===== config.mk =====
export PLATFORM = sky130hd
export DESIGN_NAME = tbk_decoder
export DESIGN_NICKNAME = d
export VERILOG_FILES = /design/src/rtl/tbk_pkg.sv /design/src/rtl/tbk_symbuf.sv /design/src/rtl/tbk_branch_cost.sv /design/src/rtl/tbk_search.sv /design/src/rtl/tbk_decoder.sv
export SDC_FILE = /design/constraint.sdc
export NUM_CORES = 1
export LEC_CHECK = 0
export BUFFER_PORTS_ARGS = -buffer_cell sky130_fd_sc_hd__buf_4
export CORE_MARGIN = 2
export CORE_UTILIZATION = 29
export CTS_CLUSTER_SIZE = 30
export DETAILED_ROUTE_END_ITERATION = 6
export PLACE_DENSITY = 0.46
export SLEW_MARGIN = 20
export SYNTH_ARGS = -nofsm -noshare
export SYNTH_HDL_FRONTEND = slang
export SYNTH_SLANG_ARGS = --single-unit
export TNS_END_PERCENT = 50

===== constraint.sdc =====
create_clock -name clk -period 8 [get_ports clk]
set_input_delay 0.8 -clock clk [delete_from_list [all_inputs] [get_ports clk]]
set_output_delay 0.8 -clock clk [all_outputs]
set_load 0.05 [all_outputs]

===== src/rtl/tbk_pkg.sv =====
package tbk_pkg;

  localparam int TAIL_LEN = 3;

  typedef enum logic {
    PH_LOAD   = 1'b0,
    PH_SEARCH = 1'b1
  } phase_t;

  // st[2] = newest stored bit, st[0] = oldest
  function automatic logic [1:0] branch_word(input logic [2:0] st, input logic u);
    logic v1;
    logic v2;
    v1 = u ^ st[2] ^ st[1] ^ st[0];
    v2 = u ^ st[2] ^ st[0];
    return {v1, v2};
  endfunction

endpackage


===== src/rtl/tbk_symbuf.sv =====
module tbk_symbuf #(
  parameter int DEPTH = 16,
  localparam int IDX_W = $clog2(DEPTH)
) (
  input  logic             clk,
  input  logic             rst_n,
  input  logic             wr_en,
  input  logic [IDX_W-1:0] wr_idx,
  input  logic [1:0]       wr_sym,
  input  logic [IDX_W-1:0] rd_idx,
  output logic [1:0]       rd_sym
);

  logic [1:0] slot [DEPTH];

  for (genvar g = 0; g < DEPTH; g++) begin : g_slot
    always_ff @(posedge clk or negedge rst_n) begin
      if (!rst_n) begin
        slot[g] <= 2'b00;
      end else if (wr_en && (wr_idx == IDX_W'(g))) begin
        slot[g] <= wr_sym;
      end
    end
  end

  assign rd_sym = slot[rd_idx];

endmodule


===== src/rtl/tbk_branch_cost.sv =====
module tbk_branch_cost
  import tbk_pkg::*;
(
  input  logic [2:0] cur_state,
  input  logic [1:0] rx_sym,
  output logic [1:0] cost0,
  output logic [1:0] cost1,
  output logic       first_bit
);

  logic [1:0] diff0;
  logic [1:0] diff1;

  always_comb begin
    diff0     = branch_word(cur_state, 1'b0) ^ rx_sym;
    diff1     = branch_word(cur_state, 1'b1) ^ rx_sym;
    cost0     = {1'b0, diff0[1]} + {1'b0, diff0[0]};
    cost1     = {1'b0, diff1[1]} + {1'b0, diff1[0]};
    // strictly better input 1 goes first; ties favour input 0
    first_bit = (cost1 < cost0);
  end

endmodule


===== src/rtl/tbk_search.sv =====
module tbk_search
  import tbk_pkg::*;
#(
  parameter int MAX_SYMS   = 16,
  parameter int TH_W       = 4,
  parameter int MAX_VISITS = 1024,
  localparam int DEP_W = $clog2(MAX_SYMS + 1),
  localparam int IDX_W = $clog2(MAX_SYMS)
) (
  input  logic                clk,
  input  logic                rst_n,
  input  logic                start,
  input  logic [DEP_W-1:0]    len,
  input  logic [TH_W-1:0]     thr,
  input  logic [1:0]          rx_sym,
  output logic [IDX_W-1:0]    rd_idx,
  output logic                finish,
  output logic                found,
  output logic [MAX_SYMS-1:0] path_bits
);

  localparam int TAL_W = TH_W + 1;
  localparam int VIS_W = $clog2(MAX_VISITS + 1);

  logic                busy;
  logic [DEP_W-1:0]    depth;
  logic [VIS_W-1:0]    visits;
  logic [2:0]          st_q    [MAX_SYMS];
  logic [TAL_W-1:0]    tal_q   [MAX_SYMS];
  logic [1:0]          tried_q [MAX_SYMS];
  logic [MAX_SYMS-1:0] pick_q;

  logic [IDX_W-1:0] d_idx;
  logic [IDX_W-1:0] n_idx;
  logic [2:0]       cur_st;
  logic [TAL_W-1:0] cur_tal;
  logic [1:0]       cur_tried;
  logic [1:0]       cost0;
  logic [1:0]       cost1;
  logic             first_bit;
  logic             at_end;
  logic             out_of_budget;
  logic             forced;
  logic             exhausted;
  logic             try_bit;
  logic [1:0]       try_cost;
  logic [TAL_W-1:0] new_tal;
  logic             fits;
  logic [DEP_W:0]   reach;

  assign d_idx     = depth[IDX_W-1:0];
  assign n_idx     = d_idx + 1'b1;
  assign rd_idx    = d_idx;
  assign cur_st    = st_q[d_idx];
  assign cur_tal   = tal_q[d_idx];
  assign cur_tried = tried_q[d_idx];

  tbk_branch_cost u_cost (
    .cur_state (cur_st),
    .rx_sym    (rx_sym),
    .cost0     (cost0),
    .cost1     (cost1),
    .first_bit (first_bit)
  );

  always_comb begin
    reach         = {1'b0, depth} + (DEP_W + 1)'(TAIL_LEN);
    forced        = (reach >= {1'b0, len});
    at_end        = (depth == len);
    out_of_budget = (visits == VIS_W'(MAX_VISITS));
    exhausted     = forced ? (cur_tried >= 2'd1) : (cur_tried >= 2'd2);
    if (forced)                 try_bit = 1'b0;
    else if (cur_tried == 2'd0) try_bit = first_bit;
    else                        try_bit = ~first_bit;
    try_cost = try_bit ? cost1 : cost0;
    new_tal  = cur_tal + TAL_W'(try_cost);
    fits     = (new_tal < {1'b0, thr});
    finish   = busy && (at_end || out_of_budget || (exhausted && (depth == '0)));
    found    = busy && at_end;
  end

  // control: depth pointer and visit budget
  always_ff @(posedge clk or negedge rst_n) begin
    if (!rst_n) begin
      busy   <= 1'b0;
      depth  <= '0;
      visits <= '0;
    end else if (start) begin
      busy   <= 1'b1;
      depth  <= '0;
      visits <= '0;
    end else if (busy) begin
      if (finish) begin
        busy <= 1'b0;
      end else begin
        visits <= visits + 1'b1;
        if (exhausted)  depth <= depth - 1'b1;
        else if (fits)  depth <= depth + 1'b1;
      end
    end
  end

  // node stack: state, tally and branch count per depth
  always_ff @(posedge clk or negedge rst_n) begin
    if (!rst_n) begin
      for (int e = 0; e < MAX_SYMS; e++) begin
        st_q[e]    <= 3'b000;
        tal_q[e]   <= '0;
        tried_q[e] <= 2'd0;
      end
      pick_q <= '0;
    end else if (start) begin
      st_q[0]    <= 3'b000;
      tal_q[0]   <= '0;
      tried_q[0] <= 2'd0;
    end else if (busy && !finish && !exhausted) begin
      tried_q[d_idx] <= cur_tried + 2'd1;
      if (fits) begin
        pick_q[d_idx] <= try_bit;
        if (depth < DEP_W'(MAX_SYMS - 1)) begin
          st_q[n_idx]    <= {try_bit, cur_st[2:1]};
          tal_q[n_idx]   <= new_tal;
          tried_q[n_idx] <= 2'd0;
        end
      end
    end
  end

  for (genvar i = 0; i < MAX_SYMS; i++) begin : g_out
    assign path_bits[i] = (DEP_W'(i) < len) & pick_q[i];
  end

  // every node entered below full depth carries a tally under the threshold
  a_r5_tally_under_thr: assert property (@(posedge clk) disable iff (!rst_n)
    (busy && (depth != '0) && (depth < len)) |-> (tal_q[d_idx] < {1'b0, thr}));

  // the visit count never passes the budget
  a_r9_budget_bound: assert property (@(posedge clk) disable iff (!rst_n)
    busy |-> (visits <= VIS_W'(MAX_VISITS)));

  // a successful path ends with three zero inputs
  a_r7_tail_zero: assert property (@(posedge clk) disable iff (!rst_n)
    (found && (len >= DEP_W'(TAIL_LEN))) |-> ((path_bits >> (len - DEP_W'(TAIL_LEN))) == '0));

endmodule


===== src/rtl/tbk_decoder.sv =====
module tbk_decoder
  import tbk_pkg::*;
#(
  parameter int MAX_SYMS   = 16,
  parameter int TH_W       = 4,
  parameter int MAX_VISITS = 1024,
  localparam int LEN_W = $clog2(MAX_SYMS + 1)
) (
  input  logic                clk,
  input  logic                rst_n,
  input  logic                sym_valid,
  output logic                sym_ready,
  input  logic [1:0]          sym_data,
  input  logic [LEN_W-1:0]    frame_len,
  input  logic [TH_W-1:0]     threshold,
  output logic                done,
  output logic                fail,
  output logic [MAX_SYMS-1:0] dec_bits
);

  localparam int IDX_W = $clog2(MAX_SYMS);

  phase_t              phase;
  logic [LEN_W-1:0]    load_cnt;
  logic [LEN_W-1:0]    len_q;
  logic [TH_W-1:0]     thr_q;
  logic                start_q;
  logic                done_q;
  logic                fail_q;
  logic [MAX_SYMS-1:0] dec_q;

  logic [LEN_W-1:0]    eff_len;
  logic [LEN_W-1:0]    target;
  logic                take;
  logic                last;
  logic [IDX_W-1:0]    rd_idx;
  logic [1:0]          rd_sym;
  logic                finish;
  logic                found;
  logic [MAX_SYMS-1:0] path_bits;

  always_comb begin
    if (frame_len == '0)                       eff_len = LEN_W'(1);
    else if (frame_len > LEN_W'(MAX_SYMS))     eff_len = LEN_W'(MAX_SYMS);
    else                                       eff_len = frame_len;
    target    = (load_cnt == '0) ? eff_len : len_q;
    sym_ready = (phase == PH_LOAD);
    take      = sym_valid && sym_ready;
    last      = ((load_cnt + 1'b1) == target);
  end

  tbk_symbuf #(.DEPTH(MAX_SYMS)) u_buf (
    .clk    (clk),
    .rst_n  (rst_n),
    .wr_en  (take),
    .wr_idx (load_cnt[IDX_W-1:0]),
    .wr_sym (sym_data),
    .rd_idx (rd_idx),
    .rd_sym (rd_sym)
  );

  tbk_search #(
    .MAX_SYMS   (MAX_SYMS),
    .TH_W       (TH_W),
    .MAX_VISITS (MAX_VISITS)
  ) u_search (
    .clk       (clk),
    .rst_n     (rst_n),
    .start     (start_q),
    .len       (len_q),
    .thr       (thr_q),
    .rx_sym    (rd_sym),
    .rd_idx    (rd_idx),
    .finish    (finish),
    .found     (found),
    .path_bits (path_bits)
  );

  always_ff @(posedge clk or negedge rst_n) begin
    if (!rst_n) begin
      phase    <= PH_LOAD;
      load_cnt <= '0;
      len_q    <= LEN_W'(1);
      thr_q    <= '0;
      start_q  <= 1'b0;
      done_q   <= 1'b0;
      fail_q   <= 1'b0;
      dec_q    <= '0;
    end else begin
      start_q <= 1'b0;
      done_q  <= 1'b0;
      case (phase)
        PH_LOAD: begin
          if (take) begin
            if (load_cnt == '0) begin
              len_q <= eff_len;
              thr_q <= threshold;
            end
            load_cnt <= load_cnt + 1'b1;
            if (last) begin
              phase   <= PH_SEARCH;
              start_q <= 1'b1;
            end
          end
        end
        PH_SEARCH: begin
          if (finish) begin
            done_q   <= 1'b1;
            fail_q   <= ~found;
            dec_q    <= found ? path_bits : '0;
            phase    <= PH_LOAD;
            load_cnt <= '0;
          end
        end
        default: phase <= PH_LOAD;
      endcase
    end
  end

  assign done     = done_q;
  assign fail     = fail_q;
  assign dec_bits = dec_q;

  // the completion strobe lasts one cycle
  a_r10_done_single: assert property (@(posedge clk) disable iff (!rst_n)
    done |=> !done);

  // a failed frame reports no bits
  a_r10_fail_clears_bits: assert property (@(posedge clk) disable iff (!rst_n)
    (done && fail) |-> (dec_bits == '0));

  // input reopens together with the completion strobe
  a_r2_ready_with_done: assert property (@(posedge clk) disable iff (!rst_n)
    done |-> sym_ready);

  // the failure flag only changes at a completion strobe
  a_r8_fail_at_done: assert property (@(posedge clk) disable iff (!rst_n)
    $rose(fail) |-> done);

endmodule


# ---- After elaboration in Yosys (flattened, before gate mapping)
# Cells that the tools add are included.
dict set report totals {
  in_bits 14
  ff_bits 259
  wordCells 284
  output_inout_bits 19
}
dict set report op_classes {
  addsub 10
  magnitude_cmp 29
  n_reduce_logical 49
  n_bitwise 33
  mux 66
  n_eq_ne 21
}
# cell n
set op_table {}
lappend op_table {{$mux W80} 3}
lappend op_table {{$mux W48} 3}
lappend op_table {{$mux W32} 3}
lappend op_table {{$bwmux W80} 1}
lappend op_table {{$mux W5} 14}
lappend op_table {{$bwmux W48} 1}
lappend op_table {{$lt A4 B5 Y1 const A} 8}
lappend op_table {{$mux W11} 3}
lappend op_table {{$and A32 B32 Y32} 1}
lappend op_table {{$bwmux W32} 1}
lappend op_table {{$eq A4 B4 Y1 const B} 8}
lappend op_table {{$not A32 Y32} 1}
lappend op_table {{$logic_and A1 B1 Y1} 25}
lappend op_table {{$bmux W5 S4} 1}
lappend op_table {{$demux W5 S4} 1}
lappend op_table {{$lt A3 B5 Y1 const A} 4}
lappend op_table {{$and A1 B1 Y1} 16}
lappend op_table {{$bmux W2 S4} 2}
lappend op_table {{$bwmux W16} 1}
lappend op_table {{$demux W2 S4} 2}
lappend op_table {{$eq A4 B3 Y1 const B} 4}
lappend op_table {{$mux W16} 1}
lappend op_table {{$mux W2} 8}
lappend op_table {{$logic_not A5 Y1} 3}
lappend op_table {{47 further kinds} 93}

# ---- Longest topological paths before layout
dict set report logic_depth {
  word_depth 21
  ltp_mapped 33
  ltp_nobuf 25
}

# ---- Modules after synthesis
# Synthesis repeated with hierarchy kept, for this count alone.
dict set report unflattened {
  cells_unflattened 1135
  hier_area_um2 13477.9
}
# module area_each_um2 seq_area_each_um2 n_inst cells_per_inst
set modules_own_cells {}
lappend modules_own_cells {tbk_search 10298.6 4829.6 1 865}
lappend modules_own_cells {tbk_symbuf 1562.7 800.8 1 111}
lappend modules_own_cells {tbk_decoder 1502.7 852.1 1 146}
lappend modules_own_cells {tbk_branch_cost 113.9 0.0 1 13}

# ---- Least setup slack after synthesis
# Ideal clock, no wire load.
dict set report synth_path {
  path_kind {register to register}
  start {register u_search.depth[0]}
  end {register u_search.st_q[12] (netlist bit)}
  setup_ps 125
  n_path_buf 8
  t_required_ps 7875
  arrival_ps 7441
  path_slack_ps 435
  period_less_slack_ps 7565
  path_stages_with_launch 30
  path_cell_list {dfrtp_1 -> buf_4 -> buf_6 -> buf_2 -> buf_2 -> buf_2 -> buf_4 -> mux4_2 -> o22ai_1 -> a21oi_1 -> xor2_1 -> inv_1 -> ha_1 -> inv_1 -> ha_1 -> a21oi_1 -> xor2_1 -> nor4_1 -> mux2_2 -> ha_1 -> fa_1 -> xnor2_1 -> clkbuf_1 -> ha_1 -> a21o_1 -> a211oi_1 -> mux2i_1 -> buf_2 -> nor3_4 -> mux2_2}
}
dict set report synth_between {
  elab_chain_cells 17
  elab_cells_between_ends 57
  cone_classes {5 x add/sub; 8 x order compare; 1 x eq/ne; 19 x mux; 12 x bitwise; 12 x reduce/logical}
}
# element line
set synth_lines {}
lappend synth_lines {{start, declared} tbk_search.sv:26} ;# logic [DEP_W-1:0] depth;
lappend synth_lines {{start signal, assigned} tbk_search.sv:97} ;# if (exhausted) depth <= depth - 1'b1;
lappend synth_lines {{start signal, assigned} tbk_search.sv:98} ;# else if (fits) depth <= depth + 1'b1;
lappend synth_lines {{$not A4 Y5 (not written as such)} n/a}
lappend synth_lines {{$bmux W3 S4} tbk_search.sv:54} ;# assign cur_st = st_q[d_idx];
lappend synth_lines {{$mux W3 (not written as such) (2 in series)} tbk_search.sv:54}
lappend synth_lines {{$not A1 Y1 (no source line)} n/a}
lappend synth_lines {{$xor A1 B1 Y1 (2 in series)} tbk_pkg.sv:14} ;# v1 = u ^ st[2] ^ st[1] ^ st[0];
lappend synth_lines {{$xor A2 B2 Y2} tbk_branch_cost.sv:16} ;# diff1 = branch_word(cur_state, 1'b1) ^ rx_sym;
lappend synth_lines {{$add A1 B1 Y2} tbk_branch_cost.sv:18} ;# cost1 = {1'b0, diff1[1]} + {1'b0, diff1[0]};
lappend synth_lines {{$lt A2 B2 Y1} tbk_branch_cost.sv:20} ;# first_bit = (cost1 < cost0);
lappend synth_lines {{$not A1 Y1} tbk_search.sv:74} ;# else try_bit = ~first_bit;
lappend synth_lines {{$mux W1} tbk_search.sv:73} ;# else if (cur_tried == 2'd0) try_bit = first_bit;
lappend synth_lines {{$mux W1} tbk_search.sv:72} ;# if (forced) try_bit = 1'b0;
lappend synth_lines {{$mux W2} tbk_search.sv:75} ;# try_cost = try_bit ? cost1 : cost0;
lappend synth_lines {{$add A5 B2 Y5 *} tbk_search.sv:76} ;# new_tal = cur_tal + TAL_W'(try_cost);
lappend synth_lines {{via u_search.new_tal[2]} tbk_search.sv:47} ;# logic [TAL_W-1:0] new_tal;
lappend synth_lines {{$lt A5 B4 Y1 *} tbk_search.sv:77} ;# fits = (new_tal < {1'b0, thr});
lappend synth_lines {{$reduce_and A4 Y1 (no source line) *} n/a}
lappend synth_lines {{end signal, assigned by index} tbk_search.sv:121} ;# st_q[n_idx] <= {try_bit, cur_st[2:1]};
lappend synth_lines {{end, declared} tbk_search.sv:28} ;# logic [2:0] st_q [MAX_SYMS];
# The timed path passes the listed nets; every way through them passes the cells marked *. The select of a mux whose other input is x is not followed.
# A chain may end at the register's enable or synchronous reset.

# ---- Final worst setup path
dict set report layout_path {
  start {register u_search.depth[0]}
  end {register u_search.tal_q[13] (netlist bit)}
}
dict set report layout_between {
  elab_chain_cells 17
  elab_cells_between_ends 57
  cone_classes {5 x add/sub; 8 x order compare; 1 x eq/ne; 19 x mux; 12 x bitwise; 12 x reduce/logical}
}
# element line
set layout_lines {}
lappend layout_lines {{$not A4 Y5 (not written as such)} n/a}
lappend layout_lines {{$bmux W3 S4} tbk_search.sv:54}
lappend layout_lines {{$mux W3 (not written as such) (2 in series)} tbk_search.sv:54}
lappend layout_lines {{$not A1 Y1 (no source line)} n/a}
lappend layout_lines {{$xor A1 B1 Y1 (2 in series)} tbk_pkg.sv:14}
lappend layout_lines {{$xor A2 B2 Y2} tbk_branch_cost.sv:16}
lappend layout_lines {{$add A1 B1 Y2} tbk_branch_cost.sv:18}
lappend layout_lines {{$lt A2 B2 Y1} tbk_branch_cost.sv:20}
lappend layout_lines {{$not A1 Y1} tbk_search.sv:74}
lappend layout_lines {{$mux W1} tbk_search.sv:73}
lappend layout_lines {{$mux W1} tbk_search.sv:72}
lappend layout_lines {{$mux W2} tbk_search.sv:75}
lappend layout_lines {{$add A5 B2 Y5 *} tbk_search.sv:76}
lappend layout_lines {{via u_search.new_tal[1]} tbk_search.sv:47}
lappend layout_lines {{$lt A5 B4 Y1 *} tbk_search.sv:77}
lappend layout_lines {{$reduce_and A4 Y1 (no source line) *} n/a}
lappend layout_lines {{end signal, assigned by index} tbk_search.sv:122} ;# tal_q[n_idx] <= new_tal;
lappend layout_lines {{end, declared} tbk_search.sv:29} ;# logic [TAL_W-1:0] tal_q [MAX_SYMS];
# Marks and branches as above.

==> results.tsv <==
stage	metric	value	unit
timing	setup_tns	0	ns
logic_synthesis	avgSynthCellArea	11.7	um^2
logic_synthesis	synthXorXnorAreaFrac	2.01	%
logic_synthesis	synth_fp_nets	1205	
critical_path	cp-end-kind	flip-flop	
timing	grt_setup_unrepaired	false	
grt	grt_pass1_wl	58700	um
grt	grt_pass1_vias	9720	
clock_tree	clk_pin_slew	0.06	ns
run_status	status	finished, final reports clean	
die	start_util	29.2	%
routing	drtIter0Drc	588	
grt	grtUsageTotal	15.6	%
logic_synthesis	synth_top_area_cell	dfrtp_1	
run	drv_cap	0	
routing	vias	9320	
logic_synthesis	synth-compound-area-share	8.65	%
die	core_region_area	46400	um^2
timing	post-route-period-util	92.3	%
critical_path	cp_num_buf_inv	3	
layout	layout-drive-gt1-share	28.5	%
routing	dr.pass1.iters	5	
critical_path	crit_top_cell	ha_1	
logic_synthesis	synth_top_family_by_area	multiplexers	
logic_synthesis	yosysUniqueCellTypes	71	
critical_path	cpMaxStageDelayCell	dfrtp_4	
grt	grt_max_degree	148	
routing	drtAntennaViolNets	0	
clock_tree	cts-root-buf	clkbuf_16	
logic_synthesis	yosysWarnings	0	
logic_synthesis	synth_area	13500	um^2
logic_synthesis	yosys.area_share.simple	11.8	%
routing	post_drt_wl_per_cell	20.5	um
die	io_pins	33	
timing	clock_skew	0.0220	ns
logic_synthesis	synth.top_cell.area_share	47.7	%
layout	syn2layout_area_growth	14.9	%
grt	antenna_found_initial	0	
logic_synthesis	synth.area.top_cells	dfrtp_1 48%, mux2_2 14%, mux4_2 5.2%	
critical_path	path_cells	mux4_2 -> o22ai_1 -> a21oi_1 -> xnor2_1 -> xor2_1 -> inv_1 -> ha_1 -> inv_1 -> ha_1 -> a21oi_1 -> xor2_1 -> nor4_2 -> buf_4 -> o21ai_0 -> fa_1 -> ha_1 -> a21o_1 -> a21o_1 -> a211oi_1 -> mux2i_4 -> nor3_4 -> mux2_2	
critical_path	crit_family	compound AO/OA/AOI/OAI gates	
critical_path	cp.required	8.45	ns
critical_path	r2r_slack	0.62	ns
clock_tree	numCtsBuffers	31	
critical_path	reg2reg_depth	22	
logic_synthesis	synthFlopType	dfrtp_1	
critical_path	arrival	7.84	ns
grt	grt_overflow_total	0	
die	dieArea	48400	um^2
timing	slew_violations	0	
clock_tree	cts_setup_buffers	0	
timing	final_hold_viol_count	0	
placed_design	gp_congestion	0.811	
clock_tree	cts.path.max_buffers	3	
min_path	hold_class	in2async	
timing	max_freq	0.135	GHz
die	num_rows	79	
critical_path	slowest_delay	0.90	ns
logic_synthesis	synth_most_common_cell	dfrtp_1	
logic_synthesis	synth-async-reset-ratio	100	%
clock_tree	h-tree-depth	1	
routing	drc	0	
timing	tightest_slew	0.970	ns
placed_design	hpwlAfterDp	25100	um
logic_synthesis	synth_edf_count	0	
timing	whs	0.266	ns
clock_tree	cts-hold-fix-buffers	0	
timing	setup_viol_count_final	0	
clock_tree	cts_tree	yes	
clock_tree	insertion_delay	0.59	ns
logic_synthesis	synthMuxAreaShare	23.1	%
logic_synthesis	synthCells	1157	
critical_path	path_max_fanout	38	
timing	min_period	7.38	ns
routing	vias_per_cell	5.14	
die	die_y	220	um
critical_path	r2r-start	u_search.depth[0]$_DFFE_PN0P_	
critical_path	critPathLaunchType	flip-flop	
timing	max_slew_margin	33.9	%
die	fp.dieW	220	um
clock_tree	cts_resized	0	
routing	totalWireLength	37100	um
critical_path	worstSetupPathType	reg2reg	
layout	antennaDiodeCount	0	
logic_synthesis	yosys-top-cells-count	258 x dfrtp_1, 165 x mux2_2, 92 x nand2_1	
logic_synthesis	ys_ff_latch	259	
logic_synthesis	synth_fa_ha_area_share	3.25	%
layout	fin_nets	1231	
critical_path	rr_endpoint	u_search.tal_q[13]$_DFFE_PN0P_	
placed_design	portBuffers	32	
clock_tree	cts.sinks	259	
logic_synthesis	ys_seq_area_share	47.9	%
==> area by class of cell <==
class                   count  area, um^2
clock buffers              42         897
clock inverters            14         151
fillers                  4572       30800
inverters                  32         120
multi-input cells         793        6630
flip-flops and latches    259        6490
well taps                 607         759
repair buffers             66         515
==> logic make-up after synthesis <==
kind of cell             after synthesis
adder cells (fa/ha/maj)               34
buffers and inverters                105
flip-flops                           259
AND/OR/NAND/NOR                      303
AO/OA/AOI/OAI                        173
multiplexers                         252
XOR/XNOR                              31
==> per-layer routing <==
| metal | up-vias | share of wire [%] | GRT usage (%) |
|---|---|---|---|
| met5 | - | 0 | 0 |
| met4 | 0 | 2.6 | 4.77 |
| met3 | 63 | 4.1 | 2.07 |
| met2 | 208 | 47 | 25.3 |
| met1 | 4778 | 47 | 21.7 |
| li1 | 4271 | - | - |
==> sequential cells by signal, summed over array words and instances, names as in the netlist <==
name and flops:
u_search.visits 11, u_search.depth 5, u_search.tal_q 80, load_cnt 5
len_q 5, phase 1, u_search.st_q 48, u_search.tried_q 32
done 1, u_search.pick_q 16, thr_q 4, dec_bits 16
start_q 1, fail 1, u_search.busy 1, u_buf.slot 32
==> worst reg2reg max path: cells and delay by family (launching register included) <==
family | cells | cell delay (ns)
buf+inv | 3 | 0.54
fa+ha+maj | 4 | 1.29
simple gates | 2 | 0.99
xor+xnor | 3 | 0.68
flops | 1 | 0.90
mux | 3 | 1.38
compound gates | 7 | 1.47
==> through the flow <==
stage	utilization [%]	worst slack, ns	instances	instance area [um^2]
after global routing	33.6	0.0535	1813	15600
after global placement	31.3	0.735	1757	14500
after floorplan	-	0.435	1157	13500
after CTS	33.6	0.528	1813	15600
final	33.6	0.616	1813	15600
after detailed placement	31.3	0.572	1757	14500
==> layout by cell type (no fill, tap or decap), types with 12 or more instances in the layout <==
cell / Yosys / final
dfrtp_1: 258 / 256
mux2_2: 165 / 165
nand2_1: 92 / 92
buf_4: 4 / 64
nor2_1: 52 / 52
mux2i_1: 48 / 47
o21ai_0: 42 / 42
nor3_1: 37 / 37
a21oi_1: 32 / 32
ha_1: 32 / 32
mux4_2: 31 / 31
clkbuf_16: 0 / 31
inv_1: 30 / 30
nand3_1: 30 / 30
nor2b_1: 29 / 29
xnor2_1: 23 / 23
o221ai_1: 12 / 12
nor3_4: 12 / 12
==> how the worst max path moves through the flow <==
stage	to	start	cells past startpoint	slack, ns
after CTS	u_search.tal_q[11]$_DFFE_PN0P_	u_search.depth[0]$_DFFE_PN0P_	22	0.53
after global routing	u_search.tal_q[13]$_DFFE_PN0P_	u_search.depth[0]$_DFFE_PN0P_	23	0.05
after detailed placement	u_search.st_q[7]$_DFFE_PN0P_	u_search.depth[0]$_DFFE_PN0P_	22	0.57
final	u_search.tal_q[13]$_DFFE_PN0P_	u_search.depth[0]$_DFFE_PN0P_	22	0.62
after floorplan	u_search.st_q[12]$_DFFE_PN0P_	u_search.depth[0]$_DFFE_PN0P_	29	0.43
after global placement	u_search.st_q[6]$_DFFE_PN0P_	u_search.depth[0]$_DFFE_PN0P_	22	0.74
Power is not shown: default switching activity piles up to over one toggle a cycle in this logic, so the estimate is an artifact.
